$ cat config.mk
export PLATFORM = sky130hd
export DESIGN_NAME = pmprot_top
export DESIGN_NICKNAME = d
export VERILOG_FILES = /design/src/rtl/pmprot_pkg.sv /design/src/rtl/pmprot_region_dec.sv /design/src/rtl/pmprot_bits.sv /design/src/rtl/pmprot_judge.sv /design/src/rtl/pmprot_top.sv
export SDC_FILE = /design/constraint.sdc
export NUM_CORES = 1
export LEC_CHECK = 0
export BUFFER_PORTS_ARGS = -buffer_cell sky130_fd_sc_hd__buf_4
export CORE_UTILIZATION = 39
export CTS_CLUSTER_SIZE = 40
export DETAILED_ROUTE_END_ITERATION = 7
export PLACE_DENSITY = 0.8
export SETUP_SLACK_MARGIN = 0.02
export SLEW_MARGIN = 20
export SYNTH_ARGS = -nofsm -noshare
export SYNTH_HDL_FRONTEND = slang
export SYNTH_HIERARCHICAL = 1
export SYNTH_SLANG_ARGS = --single-unit
$ cat constraint.sdc
create_clock -name clk -period 3.65 [get_ports clk]
set_input_delay 0.73 -clock clk [delete_from_list [all_inputs] [get_ports clk]]
set_output_delay 0.73 -clock clk [all_outputs]
set_load 0.01 [all_outputs]
$ cat src/rtl/pmprot_pkg.sv
`timescale 1ns/1ps
package pmprot_pkg;

  // Map an address to a region index: 0 = boot, k+1 = user block k,
  // nublk+1 = outside every protected region.
  function automatic int unsigned region_of(input logic [31:0] a,
                                            input int unsigned boot_sz,
                                            input int unsigned shift,
                                            input int unsigned nublk);
    int unsigned blk;
    if (a < boot_sz) return 0;
    blk = a >> shift;
    if (blk < nublk) return blk + 1;
    return nublk + 1;
  endfunction

  // Write permission for a mapped region.
  function automatic logic write_ok(input logic ext, input logic cp, input logic wp);
    return ext ? cp : wp;
  endfunction

  // Read blanking for a mapped region.
  function automatic logic read_blank(input logic ext, input logic cp,
                                      input logic rp, input logic same_region);
    return ext ? !cp : (!rp && !same_region);
  endfunction

endpackage

$ cat src/rtl/pmprot_region_dec.sv
`timescale 1ns/1ps
module pmprot_region_dec #(
  parameter int ADDR_W    = 24,
  parameter int BOOT_SZ   = 2048,
  parameter int BLK_SHIFT = 14,
  parameter int NUM_UBLK  = 4,
  parameter int RW        = 3
) (
  input  logic [ADDR_W-1:0] addr,
  output logic [RW-1:0]     region,
  output logic              in_map
);
  localparam int NONE_IDX = NUM_UBLK + 1;

  always_comb begin
    region = RW'(pmprot_pkg::region_of(32'(addr), BOOT_SZ, BLK_SHIFT, NUM_UBLK));
    in_map = (region != RW'(NONE_IDX));
  end
endmodule

$ cat src/rtl/pmprot_bits.sv
`timescale 1ns/1ps
module pmprot_bits #(
  parameter int NB = 5,
  parameter int RW = 3
) (
  input  logic          clk,
  input  logic          rst_n,
  input  logic          wr_en,
  input  logic [NB-1:0] wr_wrp,
  input  logic [NB-1:0] wr_rdp,
  input  logic [NB-1:0] wr_cpp,
  input  logic          erase_ext,
  input  logic          blk_erase,
  input  logic [RW-1:0] erase_sel,
  input  logic          chip_erase,
  output logic [NB-1:0] wrp_q,
  output logic [NB-1:0] rdp_q,
  output logic [NB-1:0] cpp_q,
  output logic          chip_ok,
  output logic          blk_ok
);
  assign chip_ok = erase_ext && chip_erase;
  assign blk_ok  = erase_ext && blk_erase;

  for (genvar i = 0; i < NB; i++) begin : g_region
    logic hit;
    assign hit = chip_ok || (blk_ok && (erase_sel == RW'(i)));

    always_ff @(posedge clk) begin
      if (!rst_n) begin
        wrp_q[i] <= 1'b1;
        rdp_q[i] <= 1'b1;
        cpp_q[i] <= 1'b1;
      end else if (hit) begin
        wrp_q[i] <= 1'b1;
        rdp_q[i] <= 1'b1;
        cpp_q[i] <= 1'b1;
      end else if (wr_en) begin
        wrp_q[i] <= wrp_q[i] & wr_wrp[i];
        rdp_q[i] <= rdp_q[i] & wr_rdp[i];
        cpp_q[i] <= cpp_q[i] & wr_cpp[i];
      end
    end
  end
endmodule

$ cat src/rtl/pmprot_judge.sv
`timescale 1ns/1ps
module pmprot_judge #(
  parameter int NB = 5,
  parameter int RW = 3
) (
  input  logic          req_ext,
  input  logic [RW-1:0] tgt_region,
  input  logic          tgt_in_map,
  input  logic [RW-1:0] pc_region,
  input  logic [NB-1:0] wrp_q,
  input  logic [NB-1:0] rdp_q,
  input  logic [NB-1:0] cpp_q,
  output logic          wr_ok,
  output logic          rd_blank
);
  logic wp_t, rp_t, cp_t;

  always_comb begin
    wp_t = 1'b1;
    rp_t = 1'b1;
    cp_t = 1'b1;
    for (int i = 0; i < NB; i++) begin
      if (tgt_region == RW'(i)) begin
        wp_t = wrp_q[i];
        rp_t = rdp_q[i];
        cp_t = cpp_q[i];
      end
    end
    if (tgt_in_map) begin
      wr_ok    = pmprot_pkg::write_ok(req_ext, cp_t, wp_t);
      rd_blank = pmprot_pkg::read_blank(req_ext, cp_t, rp_t, pc_region == tgt_region);
    end else begin
      wr_ok    = 1'b1;
      rd_blank = 1'b0;
    end
  end
endmodule

$ cat src/rtl/pmprot_top.sv
`timescale 1ns/1ps
module pmprot_top #(
  parameter int ADDR_W    = 24,
  parameter int DATA_W    = 8,
  parameter int BOOT_SZ   = 2048,
  parameter int BLK_SHIFT = 14,
  parameter int NUM_UBLK  = 4,
  localparam int NB       = NUM_UBLK + 1,
  localparam int RW       = $clog2(NB + 1)
) (
  input  logic              clk,
  input  logic              rst_n,
  input  logic              req_valid,
  input  logic              req_write,
  input  logic              req_ext,
  input  logic [ADDR_W-1:0] req_addr,
  input  logic [ADDR_W-1:0] req_pc,
  input  logic [DATA_W-1:0] arr_rdata,
  input  logic              prot_wr_en,
  input  logic [NB-1:0]     prot_wr_wrp,
  input  logic [NB-1:0]     prot_wr_rdp,
  input  logic [NB-1:0]     prot_wr_cpp,
  input  logic              erase_ext,
  input  logic              blk_erase,
  input  logic [RW-1:0]     erase_sel,
  input  logic              chip_erase,
  output logic              resp_valid,
  output logic              write_allow,
  output logic              read_zero,
  output logic [DATA_W-1:0] rd_data,
  output logic [NB-1:0]     wrp_q,
  output logic [NB-1:0]     rdp_q,
  output logic [NB-1:0]     cpp_q
);
  logic [RW-1:0] tgt_region, pc_region;
  logic          tgt_in_map, pc_in_map;
  logic          wr_ok, rd_blank;
  logic          chip_ok, blk_ok;
  logic          is_rd, is_wr;

  pmprot_region_dec #(.ADDR_W(ADDR_W), .BOOT_SZ(BOOT_SZ), .BLK_SHIFT(BLK_SHIFT),
                      .NUM_UBLK(NUM_UBLK), .RW(RW)) u_tgt_dec (
    .addr(req_addr), .region(tgt_region), .in_map(tgt_in_map));

  pmprot_region_dec #(.ADDR_W(ADDR_W), .BOOT_SZ(BOOT_SZ), .BLK_SHIFT(BLK_SHIFT),
                      .NUM_UBLK(NUM_UBLK), .RW(RW)) u_pc_dec (
    .addr(req_pc), .region(pc_region), .in_map(pc_in_map));

  pmprot_bits #(.NB(NB), .RW(RW)) u_bits (
    .clk(clk), .rst_n(rst_n), .wr_en(prot_wr_en),
    .wr_wrp(prot_wr_wrp), .wr_rdp(prot_wr_rdp), .wr_cpp(prot_wr_cpp),
    .erase_ext(erase_ext), .blk_erase(blk_erase), .erase_sel(erase_sel),
    .chip_erase(chip_erase), .wrp_q(wrp_q), .rdp_q(rdp_q), .cpp_q(cpp_q),
    .chip_ok(chip_ok), .blk_ok(blk_ok));

  pmprot_judge #(.NB(NB), .RW(RW)) u_judge (
    .req_ext(req_ext), .tgt_region(tgt_region), .tgt_in_map(tgt_in_map),
    .pc_region(pc_in_map ? pc_region : RW'(NB)),
    .wrp_q(wrp_q), .rdp_q(rdp_q), .cpp_q(cpp_q),
    .wr_ok(wr_ok), .rd_blank(rd_blank));

  assign is_rd = req_valid && !req_write;
  assign is_wr = req_valid && req_write;

  always_ff @(posedge clk) begin
    if (!rst_n) begin
      resp_valid  <= 1'b0;
      write_allow <= 1'b0;
      read_zero   <= 1'b0;
      rd_data     <= '0;
    end else begin
      resp_valid  <= req_valid;
      write_allow <= is_wr && wr_ok;
      read_zero   <= is_rd && rd_blank;
      rd_data     <= (is_rd && !rd_blank) ? arr_rdata : '0;
    end
  end
endmodule

# Word level (Yosys, flattened, before mapping)
# Index checks and enable logic that the tools add are counted.
# Widths: inputs -> output; s select.
[op_classes]
n_bitwise = 16
n_eq_ne = 11
add_sub_neg = 2
n_lt_le_gt_ge = 4
mux = 32
reduce_logical = 31
[ops]
columns = ["op", "count"]
rows = [
  ["$lt 24x12->1 const B", 2],
  ["$mux 1", 25],
  ["$mux 3", 7],
  ["$lt 10x3->1 const B", 2],
  ["$and 1x1->1", 15],
  ["$logic_and 1x1->1", 13],
  ["$eq 3x2->1 const B", 4],
  ["$reduce_or 2->1", 5],
  ["$add 3x1->3 const B", 2],
  ["$eq 3x1->1 const B", 2],
  ["$eq 3x3->1 const B", 2],
  ["$logic_not 3->1", 2],
  ["$ne 3x3->1 const B", 2],
  ["$logic_not 1->1", 5],
  ["$logic_or 1x1->1", 5],
  ["$eq 3x3->1", 1],
  ["$reduce_and 2->1", 1],
  ["$not 1->1", 1],
]
[word_totals]
elab_cells = 115
ff_bits = 26

# Depth between registers and ports, before layout
[depth]
depth_word = 18
ltp_mapped = 12
mapped_depth_nobuf = 12

# Hierarchy
# The synthesis kept the hierarchy.
[by_module_without_submodules]
columns = ["module", "area_per_inst_um2", "cells_per_inst", "seq_area_each_um2", "instances"]
rows = [
  ["pmprot_bits", 531.8, 59, 300.3, 1],
  ["pmprot_top", 329.1, 26, 220.2, 1],
  ["pmprot_region_dec", 131.4, 15, 0.0, 2],
  ["pmprot_judge", 247.7, 30, 0.0, 1],
]

# Least setup slack after synthesis
# No wires, ideal clock.
[synth_path]
path_type = "input -> register"
start = "input req_addr[18]"
end = "register rd_data[0]"
t_arrival_ns = 2.705
t_required_ns = 3.591
setup_ns = 0.059
path_stages = 10
path_slack_ns = 0.886
path_cell_list = "or4_4 > nor2_4 > o21ai_1 > buf_6 > mux2i_1 > a32o_1 > nor4_1 > nor3_2 > and4bb_4 > and2_1"
[synth_between]
elab_chain_len = 18
elab_cells_between_ends = 34
[synth_rtl]
columns = ["item", "line_no", "source"]
rows = [
  ["from (decl)", "pmprot_top.sv:16", "input logic [ADDR_W-1:0] req_addr,"],
  ["$lt 10x3->1", "pmprot_pkg.sv:13", "if (blk < nublk) return blk + 1;"],
  ["$mux 1", "pmprot_pkg.sv:13", ""],
  ["$mux 1", "pmprot_pkg.sv:12", "blk = a >> shift;"],
  ["$mux 3", "pmprot_pkg.sv:14", "return nublk + 1;"],
  ["$mux 3 (*)", "pmprot_pkg.sv:12", ""],
  ["named net tgt_region[0]", "pmprot_top.sv:35", "logic [RW-1:0] tgt_region, pc_region;"],
  ["$logic_not 3->1", "pmprot_judge.sv:23", "if (tgt_region == RW'(i)) begin"],
  ["$mux 1 (5 in a row)", "pmprot_judge.sv:23", ""],
  ["$logic_not 1->1", "pmprot_pkg.sv:25", "return ext ? !cp : (!rp && !same_region);"],
  ["$logic_and 1x1->1", "pmprot_pkg.sv:25", ""],
  ["$mux 1", "pmprot_pkg.sv:25", ""],
  ["$mux 1 (*)", "pmprot_judge.sv:29", "if (tgt_in_map) begin"],
  ["named net rd_blank", "pmprot_top.sv:37", "logic wr_ok, rd_blank;"],
  ["$logic_not 1->1 (*)", "pmprot_top.sv:75", "rd_data <= (is_rd && !rd_blank) ? arr_rdata : '0;"],
  ["$logic_and 1x1->1 (*)", "pmprot_top.sv:75", ""],
  ["$reduce_and 2->1 (no source line) (*)", "--", ""],
  ["to (signal assigned)", "pmprot_top.sv:75", ""],
  ["to (decl)", "pmprot_top.sv:30", "output logic [DATA_W-1:0] rd_data,"],
]
# Mark *: on every way through the listed nets, which the timed path passes. The rest lies on a longest branch. The select of a mux whose other input is x is not followed.
# A chain may end at the register's enable or synchronous reset.

# Worst setup path after layout
[layout_path]
start = "input req_addr[18]"
end = "register rd_data[1]"
# Same word-level chain as after synthesis.

==> results list <==
- Netlist Area Pre-Place: 1360 um2
* Count of instances resized after the clock tree is built: 0
- For the worst setup path, the data required time is slightly below 4000 ps.
* Synth Net Count: 233
* Total CTS buffers: 3
- The worst path needs 2990 ps of the cycle, external delays included.
- Number of warnings printed during yosys synthesis: 6
- Counting buffers and inverters, the worst setup path is 11 cells deep.
* Proportion of layout cells with a drive suffix above 1: between 40% and 50%
* Setup repair after global routing missed its margin: false
- Maximum number of pins on one net before global-route repair: 16
* Maximum net fanout on the critical path: 8
* Cell depth of the worst flop-to-flop path: 6
- Initial antenna violation count: 0
* Number of placement rows: 21
- Final-report setup violation count: 0
- Among all stages on the critical path, the largest delay is contributed by or4_4.
- In this run, flip-flops and latches consume 56.2% of the power.
- STA classifies the critical path endpoint as a register.
- Placer Congestion: 0.800
- At the worst endpoint, the arrival time is ~3200 ps.
- CP Class: input port to register
* Effective utilization at floorplan: 40.9%
- In this run the clock root is driven by a clkbuf_4.
- Measured along the x axis, the die boundary spans 61.1 um.
* Hold path depth: 2
- After clock tree synthesis, the clock-pin slew on the worst setup and hold paths is 130 ps.
- Max_cap viols: 0
- Count of buffering cells on the critical path with inverters included: 2
- Synth Instances: 144
- Class of the tightest hold or removal check: register to register
- Power per Cell Area: 263 nW/um2
* Worst Slack Setup Final: 658 ps
- Across every metal layer, demand over resource in global routing totals between 10% and 20%.
- For this run, the post-layout net count is around 320.
- The count of final max-slew check failures is 0.
- The share of total power dissipated in combinational logic is 22.3%.
- Detailed-route wire length per cell: 11.6 um
- Wires add up to roughly 3200 um.
* Maximum root-to-sink buffer count: 2
- Final-layout setup total negative slack: 0 ps
* Worst IR drop on VDD: 0.218 mV
- Summed over all cells, the static leakage comes to 0.968 nW.
* Minimum setup slack after placement: 315 ps
- Switching Share: approximately a quarter
- Crit-path max cell delay: about 530 ps
- Detailed placement finished with a half-perimeter wire length of 2660 um.
- Vias in the first global route: around 1100
- Crit-path cells: buf_4 > or4_4 > nor2_4 > o21ai_1 > buf_4 > or3b_4 > o21ai_2 > a211oi_2 > nor3_2 > and4bb_4 > and2_1
- Total of buffers placed on input and output ports: 86
- The most numerous cell type found on the critical path is buf_4.
- Number of DRC markers after the initial detailed-route iteration: 25
- Clk_lat worst skew: 310 ps
* Vias per cell: 4.79
* Final clock period utilization by the worst path: 82.0%
- Run status: finished clean
- After clock tree synthesis, the setup repair step added 0 buffers.
* Area of all placed cells without fillers: 2060 um2
- From synthesis to final layout, the design area changed by 51.2%.
- After detailed routing, the number of remaining DRC violations is 0.
- The worst setup path is launched from an input port.
- Leaving out fill and tap cells, the most frequent cell in the layout is buf_4.
* P_int: 0.000410 W
- Top library cells by usage in the layout, fill and taps aside: 87 x buf_4, 26 x dfxtp_1, 15 x o21ai_0, 12 x and2_1, 12 x nand2_1
* Average cell area after synthesis: 9.47 um2
- Core area: 3340 um2
- Headroom to the max-slew limit came out at 52.5%.
- In this run the critical register-to-register path is launched from u_bits/rdp_q[1]$_SDFFE_PP1P_.
* Fraction of power consumed by the clock network: between 20% and 30%
- 109 I/O pins were placed.
- Broken down by cell family, the worst path's largest delay share belongs to simple AND/OR/NAND/NOR gates.
- First-pass GRT wire length: 4580 um
* Dpl cell area: 2040 um2
- CTS built an H-tree with a depth of 1.
- The first detailed-routing pass ran for 4 iterations.
- # diodes: 0
- Die boundary height: 61.1 um
* CTS tree: yes
* Fmax: 0.334 GHz
- Die area: 3740 um2
* Number of cells after detailed placement: 273
- Excluding fillers, the count of instances in the completed layout stands at around 280.
* Number of failing hold endpoints at the final stage: 0
* NetSw: 0.000132 W
- The worst hold path begins at u_bits/wrp_q[3]$_SDFFE_PP1P_.
- Number of clock sinks: 26
- After global routing the overflow that remains totals 0.
- After clock tree synthesis, the flow added hold-fix buffers numbering 0.
- Hold timing on the final database bottoms out at a slack of 486 ps.
- The critical path starts at req_addr[18].
- Clock skew on the completed layout was measured at roughly 5.2 ps.
- DR vias: 1321
- Worst Tran Pin Value: 708 ps
- ANT nets after route: 0
## tightest hold or removal path: cells and delay by family (launching register included)
| kind | cells | cell delay, ps |
|---|---|---|
| compound gates | 1 | 70 |
| flops | 1 | 340 |
| simple gates | 1 | 50 |
## path summary, 6_finish.rpt
check / end / slack, ps
worst max-delay path: rd_data[1]$_SDFF_PN0_ / 660
worst min-delay path: u_bits/wrp_q[3]$_SDFFE_PP1P_ / 490
worst max register to register: rd_data[1]$_SDFF_PN0_ / 2010
worst min register to register: u_bits/wrp_q[3]$_SDFFE_PP1P_ / 490
## layout make-up
class                   count  area [um2]
flip-flops and latches     26         520
multi-input cells         109         790
clock buffers               3        22.5
inverters                   5        18.8
fillers                   322        1270
repair buffers             87         653
well taps                  46        57.6
## registers in the layout, indices dropped and copies added, names as in the netlist
name / cells
read_zero: 1
resp_valid: 1
write_allow: 1
u_bits/cpp_q: 5
u_bits/wrp_q: 5
u_bits/rdp_q: 5
rd_data: 8
## power by group through the flow
stage          Sequential (W)  Clock, W  Combinational [W]
3_3_place_gp         0.000311         0           0.000120
6_report             0.000305  0.000116           0.000121
4_1_cts              0.000305  0.000120           0.000123
5_1_grt              0.000307  0.000133           0.000133
3_5_place_dp         0.000312         0           0.000122
2_1_floorplan        0.000316         0          0.0000373
## per-layer routing
metal	wire, um	global-route usage [%]	share of wire, %	up-vias
li1	-	-	-	688
met1	1420	21.1	44	586
met2	1590	28.0	50	45
met3	167	3.15	5.2	2
met4	27	6.82	0.84	0
met5	0	0	0	-
## stage by stage
step | utilization (%) | power (W)
floorplan | - | 0.000353
global placement | 61.1 | 0.000431
detailed placement | 61.1 | 0.000433
CTS | 61.8 | 0.000548
global route | 61.8 | 0.000573
finish | 61.8 | 0.000543
No activity file was read; power rests on OpenSTA's default activity.
